### src/rtl/pfd_pkg.sv
package pfd_pkg;
  typedef enum logic [0:0] {
    LK_HUNT = 1'b0,
    LK_HOLD = 1'b1
  } lock_state_e;

  localparam int unsigned LOCK_RUN_DEF = 4;
  localparam int unsigned ERR_W_DEF    = 8;
endpackage

### src/rtl/pfd_edge_detect.sv
module pfd_edge_detect #(
  parameter int unsigned STAGES = 1
) (
  input  logic clk,
  input  logic rst,
  input  logic sig_in,
  output logic rise
);
  localparam int unsigned LAST = STAGES;

  logic [LAST:0] sh;

  always_ff @(posedge clk) begin
    if (rst) sh[0] <= 1'b0;
    else     sh[0] <= sig_in;
  end

  genvar gi;
  generate
    for (gi = 1; gi <= LAST; gi++) begin : g_stage
      always_ff @(posedge clk) begin
        if (rst) sh[gi] <= 1'b0;
        else     sh[gi] <= sh[gi-1];
      end
    end
  endgenerate

  assign rise = sh[LAST-1] & ~sh[LAST];
endmodule

### src/rtl/pfd_core.sv
module pfd_core #(
  parameter int unsigned ERR_W = 8
) (
  input  logic             clk,
  input  logic             rst,
  input  logic             run,
  input  logic             ref_rise,
  input  logic             vco_rise,
  output logic             up_q,
  output logic             dn_q,
  output logic             cmp_valid,
  output logic [ERR_W-1:0] cmp_err
);
  localparam logic [ERR_W-1:0] ERR_MAX = {ERR_W{1'b1}};

  logic [ERR_W-1:0] cnt;
  logic [ERR_W-1:0] cnt_inc;
  logic             want_up;
  logic             want_dn;
  logic             both;
  logic             pending;

  always_comb begin
    want_up = up_q | ref_rise;
    want_dn = dn_q | vco_rise;
    both    = want_up & want_dn;
    pending = up_q | dn_q;
    cnt_inc = (cnt == ERR_MAX) ? cnt : cnt + 1'b1;
  end

  assign cmp_valid = run & both;
  assign cmp_err   = pending ? cnt_inc : '0;

  always_ff @(posedge clk) begin
    if (rst || !run) begin
      up_q <= 1'b0;
      dn_q <= 1'b0;
      cnt  <= '0;
    end else if (both) begin
      up_q <= 1'b0;
      dn_q <= 1'b0;
      cnt  <= '0;
    end else begin
      up_q <= want_up;
      dn_q <= want_dn;
      cnt  <= pending ? cnt_inc : '0;
    end
  end
endmodule

### src/rtl/pfd_lock_mon.sv
module pfd_lock_mon
  import pfd_pkg::*;
#(
  parameter int unsigned ERR_W    = 8,
  parameter int unsigned LOCK_RUN = 4
) (
  input  logic             clk,
  input  logic             rst,
  input  logic             run,
  input  logic             lock_en,
  input  logic [ERR_W-1:0] win_cycles,
  input  logic             cmp_valid,
  input  logic [ERR_W-1:0] cmp_err,
  output logic             lock_flag,
  output logic             quick_q
);
  localparam int unsigned RUN_W = $clog2(LOCK_RUN + 1);
  localparam logic [RUN_W-1:0] RUN_TOP = RUN_W'(LOCK_RUN);

  lock_state_e      state, state_n;
  logic [RUN_W-1:0] good, good_n;
  logic             in_win;
  logic             run_prev;

  always_comb begin
    in_win  = (cmp_err <= win_cycles);
    state_n = state;
    good_n  = good;
    if (cmp_valid) begin
      if (in_win) begin
        good_n  = (good == RUN_TOP) ? good : good + 1'b1;
        state_n = (good_n == RUN_TOP) ? LK_HOLD : LK_HUNT;
      end else begin
        good_n  = '0;
        state_n = LK_HUNT;
      end
    end
  end

  always_ff @(posedge clk) begin
    if (rst) begin
      run_prev  <= 1'b0;
      state     <= LK_HUNT;
      good      <= '0;
      lock_flag <= 1'b0;
      quick_q   <= 1'b0;
    end else begin
      run_prev <= run;
      if (!run) begin
        state     <= LK_HUNT;
        good      <= '0;
        lock_flag <= 1'b0;
        quick_q   <= 1'b0;
      end else begin
        state     <= state_n;
        good      <= good_n;
        lock_flag <= lock_en && (state_n == LK_HOLD);
        if (!run_prev)
          quick_q <= 1'b1;
        if (cmp_valid && in_win)
          quick_q <= 1'b0;
      end
    end
  end
endmodule

### src/rtl/pfd_lock_ctrl.sv
module pfd_lock_ctrl
  import pfd_pkg::*;
#(
  parameter int unsigned ERR_W       = ERR_W_DEF,
  parameter int unsigned LOCK_RUN    = LOCK_RUN_DEF,
  parameter int unsigned SYNC_STAGES = 1
) (
  input  logic             clk,
  input  logic             rst,
  input  logic             operate,
  input  logic             lock_en,
  input  logic [ERR_W-1:0] win_cycles,
  input  logic             ref_pulse,
  input  logic             vco_pulse,
  output logic             pump_up,
  output logic             pump_dn,
  output logic             drive_en,
  output logic             quick_en,
  output logic             lock_flag
);
  logic             ref_rise;
  logic             vco_rise;
  logic             up_q;
  logic             dn_q;
  logic             cmp_valid;
  logic [ERR_W-1:0] cmp_err;
  logic             quick_q;

  pfd_edge_detect #(.STAGES(SYNC_STAGES)) u_ref_edge (
    .clk(clk), .rst(rst), .sig_in(ref_pulse), .rise(ref_rise)
  );

  pfd_edge_detect #(.STAGES(SYNC_STAGES)) u_vco_edge (
    .clk(clk), .rst(rst), .sig_in(vco_pulse), .rise(vco_rise)
  );

  pfd_core #(.ERR_W(ERR_W)) u_core (
    .clk(clk), .rst(rst), .run(operate),
    .ref_rise(ref_rise), .vco_rise(vco_rise),
    .up_q(up_q), .dn_q(dn_q),
    .cmp_valid(cmp_valid), .cmp_err(cmp_err)
  );

  pfd_lock_mon #(.ERR_W(ERR_W), .LOCK_RUN(LOCK_RUN)) u_lock (
    .clk(clk), .rst(rst), .run(operate), .lock_en(lock_en),
    .win_cycles(win_cycles), .cmp_valid(cmp_valid), .cmp_err(cmp_err),
    .lock_flag(lock_flag), .quick_q(quick_q)
  );

  assign pump_up  = up_q;
  assign pump_dn  = dn_q;
  assign drive_en = up_q | dn_q;
  assign quick_en = quick_q & (up_q | dn_q);
endmodule

### config.mk
export PLATFORM = sky130hd
export DESIGN_NAME = pfd_lock_ctrl
export DESIGN_NICKNAME = d
export VERILOG_FILES = /design/src/rtl/pfd_pkg.sv /design/src/rtl/pfd_edge_detect.sv /design/src/rtl/pfd_core.sv /design/src/rtl/pfd_lock_mon.sv /design/src/rtl/pfd_lock_ctrl.sv
export SDC_FILE = /design/constraint.sdc
export NUM_CORES = 1
export LEC_CHECK = 0
export ABC_AREA = 1
export CAP_MARGIN = 20
export CORE_AREA = 2 2 57 64
export CTS_BUF_LIST = sky130_fd_sc_hd__clkbuf_4 sky130_fd_sc_hd__clkbuf_8
export DETAILED_ROUTE_END_ITERATION = 8
export DIE_AREA = 0 0 59 66
export MAX_ROUTING_LAYER = met4
export SYNTH_ARGS = -nofsm -noshare
export SYNTH_HDL_FRONTEND = slang
export SYNTH_HIERARCHICAL = 1
export SYNTH_SLANG_ARGS = --single-unit
export TNS_END_PERCENT = 1
### constraint.sdc
create_clock -name clk -period 3 [get_ports clk]
set_input_delay 0.6 -clock clk [delete_from_list [all_inputs] [get_ports clk]]
set_output_delay 0.6 -clock clk [all_outputs]
set_load 0.1 [all_outputs]
==> metrics.txt, run 1 <==
status=finished clean; Post-Syn Instances=189; crit end category=register; Max stage delay on crit path=0.39 ns; CP arrival=2.51 ns; Synth top area share=33.4%; # resized after CTS=0; Initial Util=38.8%; crit-path max FO=6; Fmax=0.442 GHz; cts bufs inserted=3; Detail Route Antenna Nets=0; CP top delay family=simple AND/OR/NAND/NOR gates; Startpoint Class=register; vias=1088; clk_lat worst skew=0.32 ns; ys flop type=dfxtp_1; Final HPWL DP=1900 um; core box area=3250 um2; Slowest-stage cell, CP=dfxtp_1; critical path buffer and inverter count=1; Nets=237; clock sinks=21; GRT Residual Overflow=0; Slew @ Worst Pin=0.343 ns; Final Cycle Share=75.4%; GRT Total Usage=13.4%; synthesis-to-layout area growth=19.3%; EDFF count, synth=0; Vias/cell=4.40; reg2reg setup slack=0.74 ns; max cap viols=0; sequential area share after synthesis=33.4%; top post-synthesis cells by count=47 x inv_1, 41 x nand2_1, 26 x nor2_1; DRT Wirelength=2270 um; most frequent CP cell=nand2_1; Lkg Pwr=0.803 nW; filler cell count=355; destination of the worst hold path=u_ref_edge/sh[1]; cell chain of the critical path=ha_1 -> nand2_2 -> nor2_4 -> nand2_4 -> nand3_1 -> nand2_1 -> inv_1 -> ha_1 -> a21oi_1 -> nor2_1 -> nor2_1 -> nand2_1 -> a21oi_2 -> nand2_1 -> a21oi_1; post-layout minimum cycle time=2.26 ns; largest net degree at the start of global routing=14; area leader, netlist=dfxtp_1; placed insts=243; drt drc=0; ant diodes=0; Synth warnings=6; Pre-antenna DRT Iters=4; Max IR drop VDD=0.187 mV; FF+latch count, synth=21; Avg WL per Cell=9.19 um; Critical R2R Capture=u_lock/good[1]; CTS Root Cell=clkbuf_4; port bufs=18; RSZ-0062 raised after global routing=false; R2R Path Start=u_core/cnt[0]; final hold viol count=0; Clock Tree Buf Depth=2; die area=3890 um2; H-tree Lvls=1; P per Cell Area=330 nW/um2; final setup fails=0; routability congestion estimate=0.868; final setup TNS=0 ns; antenna violations before repair=0; CTS tree=yes; row cnt=22; vias in the first global route=984; crit path kind=reg -> reg; library cells used by synthesis=22; share of cells above drive strength 1=10.4%; Async SR Flop Fraction=0%; top cells by area, synth=dfxtp_1 33%, inv_1 14%, nand2_1 12%, ha_1 11%, nor2_1 7.7%; Final Util=46.3%; hold-fix buffers at CTS=0; Mapped Nets=214; Min-Delay Startpoint=u_ref_edge/sh[0]; cell with the most instances after synthesis=inv_1; Final Skew=0.0127 ns; mean post-synth cell area=6.67 um2; Die H=66 um; FF-to-FF path depth=15; CTS clk-pin slew, worst paths=0.13 ns; register area=420 um2; post-CTS setup buffer count=0; Max Slew Vio Count=0; Layout Cells excl Fill=247; initial drt markers=54; min-delay worst type=reg -> reg; Synth Cell Area=1260 um2; Final Total Pwr=0.497 mW; Worst slew margin=77.1%; Multi-input gate area=663 um2; global-route wire length before repair=3930 um; CP required=3.25 ns; die extent in x=59 um; # IOs=19; hold path depth=2
## cells by family after synthesis
family	share of synthesized area, %
compound gates	7.15
xor+xnor	0.695
fa+ha+maj	10.9
buf+inv	14.0
flops	33.4
simple gates	33.9
## layer usage
metal / vias to the layer above / track usage, % / routed length (um)
li1: 609 / - / -
met1: 466 / 15.6 / 1030
met2: 8 / 22.4 / 1150
met3: 5 / 2.35 / 42
met4: 0 / 5.97 / 46
met5: - / - / 0
## sequential cells by signal, indices dropped and copies added (netlist names)
name              count
u_core/cnt            8
u_core/dn_q           1
u_core/up_q           1
u_lock/good           3
u_lock/lock_flag      1
u_lock/quick_q        1
u_lock/run_prev       1
u_lock/state          1
u_ref_edge/sh         2
u_vco_edge/sh         2
## metrics by stage
step	cell area [um2]	setup slack (ns)	hold WS [ns]
finish	1500	0.738	0.439
global route	1500	0.475	0.468
CTS	1500	0.745	0.442
detailed placement	1470	0.732	0.424
global placement	1470	0.742	0.420
floorplan	1260	0.0356	0.410
## cells in the final DEF (no fill, tap or decap), drive strengths merged
cell           instances
inv                   47
nand2                 45
nor2                  32
dfxtp                 21
clkdlybuf4s50         13
nand3                 11
ha                    11
a21oi                  8
buf                    5
o21ai                  5
clkbuf                 3
nand4                  2
clkinvlp               1
o21bai                 1
nand3b                 1
o22ai                  1
nor3                   1
a21o                   1
xor2                   1
nor3b                  1
## power by group
| group | total (mW) | leakage (nW) | switching [mW] | internal, mW |
|---|---|---|---|---|
| sequential | 0.287 | 0.171 | 0.00279 | 0.284 |
| clock | 0.143 | 0.0139 | 0.0923 | 0.0509 |
| combinational | 0.0664 | 0.618 | 0.0392 | 0.0272 |
| total | 0.497 | 0.803 | 0.134 | 0.362 |
## worst min-delay path, delay by kind of cell (launching register included)
family,cells,cell delay (ns)
simple gates,1,0.04
buf+inv,1,0.06
flops,1,0.32
## worst max-delay path by stage
stage	startpoint	end	slack, ns	cells after the start
after global placement	win_cycles[5]	u_lock/good[1]	0.74	10
after floorplan	u_core/dn_q	quick_en	0.04	2
final	u_core/cnt[0]	u_lock/good[1]	0.74	15
after CTS	u_core/cnt[0]	u_lock/good[1]	0.74	15
after detailed placement	win_cycles[5]	u_lock/good[0]	0.73	10
after global routing	u_core/cnt[1]	u_lock/good[1]	0.47	15
## area by class of cell
| type | count | share of cell area [%] |
|---|---|---|
| Multi-Input combinational cell | 121 | 44.1 |
| Timing Repair Buffer | 18 | 11.2 |
| Inverter | 47 | 11.7 |
| Tap cell | 36 | 3.00 |
| Clock buffer | 3 | 1.50 |
| Sequential cell | 21 | 28.0 |
| Clock inverter | 1 | 0.500 |
(Power assumes the default switching activity.)
==> inputs of run 2 (changes only) <==
Clock period 3 ns to 2.13 ns, I/O delays scaled along.
==> run 2 against run 1 <==
Setup slack worse by 0.73 ns; non-clock buffer count is 20 higher; die area stayed put.
==> metrics.txt, run 2 (synthesis gave the netlist of run 1 again) <==
status=finished clean; Die H=66 um; Lkg Pwr=0.913 nW; crit-path max FO=6; Max Slew Vio Count=0; CP arrival=2.36 ns; Max stage delay on crit path=0.38 ns; most frequent CP cell=nand2_2; Final Skew=0.0106 ns; CTS clk-pin slew, worst paths=0.13 ns; Nets=257; Startpoint Class=register; row cnt=22; hold-fix buffers at CTS=0; Final Total Pwr=0.711 mW; share of cells above drive strength 1=35.9%; clk_lat worst skew=0.31 ns; crit end category=register; Most flops, register=u_core/cnt; GRT Residual Overflow=0; CTS tree=yes; synthesis-to-layout area growth=44.3%; max cap viols=0; critical path buffer and inverter count=2; clock sinks=21; crit path from=u_core/cnt[0]; die area=3890 um2; crit path kind=reg -> reg; routability congestion estimate=0.866; largest net degree at the start of global routing=13; Initial Util=38.8%; Detail Route Antenna Nets=0; global-route wire length before repair=4360 um; Hold WS=0.440 ns; CP required=2.37 ns; P per Cell Area=391 nW/um2; Fmax=0.471 GHz; most frequent cells in the layout=41 x inv_1, 29 x nand2_1, 23 x buf_4, 21 x nor2_1; RSZ-0062 raised after global routing=true; final setup fails=0; commonest non-fill, non-tap cell in the layout=inv_1; cell chain of the critical path=ha_4 -> nand2_4 -> nor2_4 -> nand2_4 -> buf_6 -> nand2_2 -> nand2_2 -> inv_2 -> ha_1 -> nand2_2 -> nor2_4 -> nand4_1 -> a21oi_4 -> nand2_1 -> a21oi_1; Avg WL per Cell=9.66 um; DRT Wirelength=2580 um; crit path capture=u_lock/good[0]; Max IR drop VDD=0.318 mV; Vias/cell=4.53; ant diodes=0; Cell Area, Placed=1530 um2; H-tree Lvls=1; post-layout minimum cycle time=2.12 ns; GRT Total Usage=14.8%; final hold viol count=0; Pre-antenna DRT Iters=4; cts bufs inserted=3; Clock Tree Buf Depth=2; Worst slew margin=81.6%; CP top delay family=simple AND/OR/NAND/NOR gates; Final HPWL DP=1900 um; R2R Path Start=u_core/cnt[0]; vias=1209; fin area=1820 um2; vias in the first global route=1118; Slew @ Worst Pin=0.278 ns; die extent in x=59 um; biggest registers after layout=u_core/cnt (8), u_lock/good (3); Critical R2R Capture=u_lock/good[0]; initial drt markers=68; core box area=3250 um2; # IOs=19; Final Cycle Share=99.7%; min-delay worst type=reg -> reg; Largest register FFs=8; FF-to-FF path depth=15; antenna violations before repair=0; number of cells on the critical path=15; CTS Root Cell=clkbuf_4; reg2reg setup slack=0.007 ns; drt drc=0; Slowest-stage cell, CP=dfxtp_4; port bufs=18
run 2: cell types whose count changed in the layout (fill, tap and decap cells not counted), sizes merged:
cell / delta
buf: +20
clkinv: +1
clkinvlp: -1
run 2: stage by stage:
step                TNS [ns]  utilization (%)  worst slack, ns  instances
floorplan                  0                -           0.0391        189
global placement     -0.0393             47.1          -0.0300        250
detailed placement    -0.119             47.1          -0.0489        250
CTS                 -0.00240             52.2         -0.00240        264
global route          -0.845             56.0           -0.159        267
finish                     0             56.0          0.00689        267
run 2: power by group:
group | switching (mW) | leakage (nW) | internal (mW)
combinational | 0.0629 | 0.721 | 0.0477
clock | 0.127 | 0.0177 | 0.0700
sequential | 0.00483 | 0.174 | 0.399
run 2: final cells by class:
cell class,instances,area [um2]
repair buffers,38,325
inverters,47,176
clock inverters,1,5.00
well taps,36,45.0
flip-flops and latches,21,432
fillers,321,1430
clock buffers,3,22.5
multi-input cells,121,812
run 2: timing repair:
| action | CTS | global route |
|---|---|---|
| pin swaps | 15 | 21 |
| cloned | 0 | 0 |
| gates resized for setup | 15 | 33 |
| setup buffers | 10 | 3 |
| hold endpoints to repair | 0 | 0 |
| setup endpoints to repair | 4 | 7 |
run 2: how the worst min path moves through the flow:
stage                startpoint                to  slack (ns)  depth (start not counted)
3_3_place_gp   u_vco_edge/sh[0]  u_vco_edge/sh[1]        0.42                          2
3_5_place_dp   u_vco_edge/sh[0]  u_vco_edge/sh[1]        0.42                          2
2_1_floorplan  u_ref_edge/sh[0]  u_ref_edge/sh[1]        0.41                          2
4_1_cts        u_vco_edge/sh[0]  u_vco_edge/sh[1]        0.44                          2
6_report       u_vco_edge/sh[0]  u_vco_edge/sh[1]        0.44                          2
5_1_grt        u_vco_edge/sh[0]  u_vco_edge/sh[1]        0.46                          2
run 2: layer usage:
metal,GRT usage [%],routed length (um),up-vias
met3,1.76,34,4
met2,26.0,1410,8
met4,7.10,44,0
met1,16.4,1090,544
met5,-,0,-
li1,-,-,653
run 2: worst reg2reg max path, delay by kind of cell (launching register included):
kind	cells	cell delay, ns
and+or+nand+nor	9	0.74
adders and majority gates	2	0.44
DFF	1	0.38
AOI/OAI and AO/OA	2	0.37
buffers and inverters	2	0.14
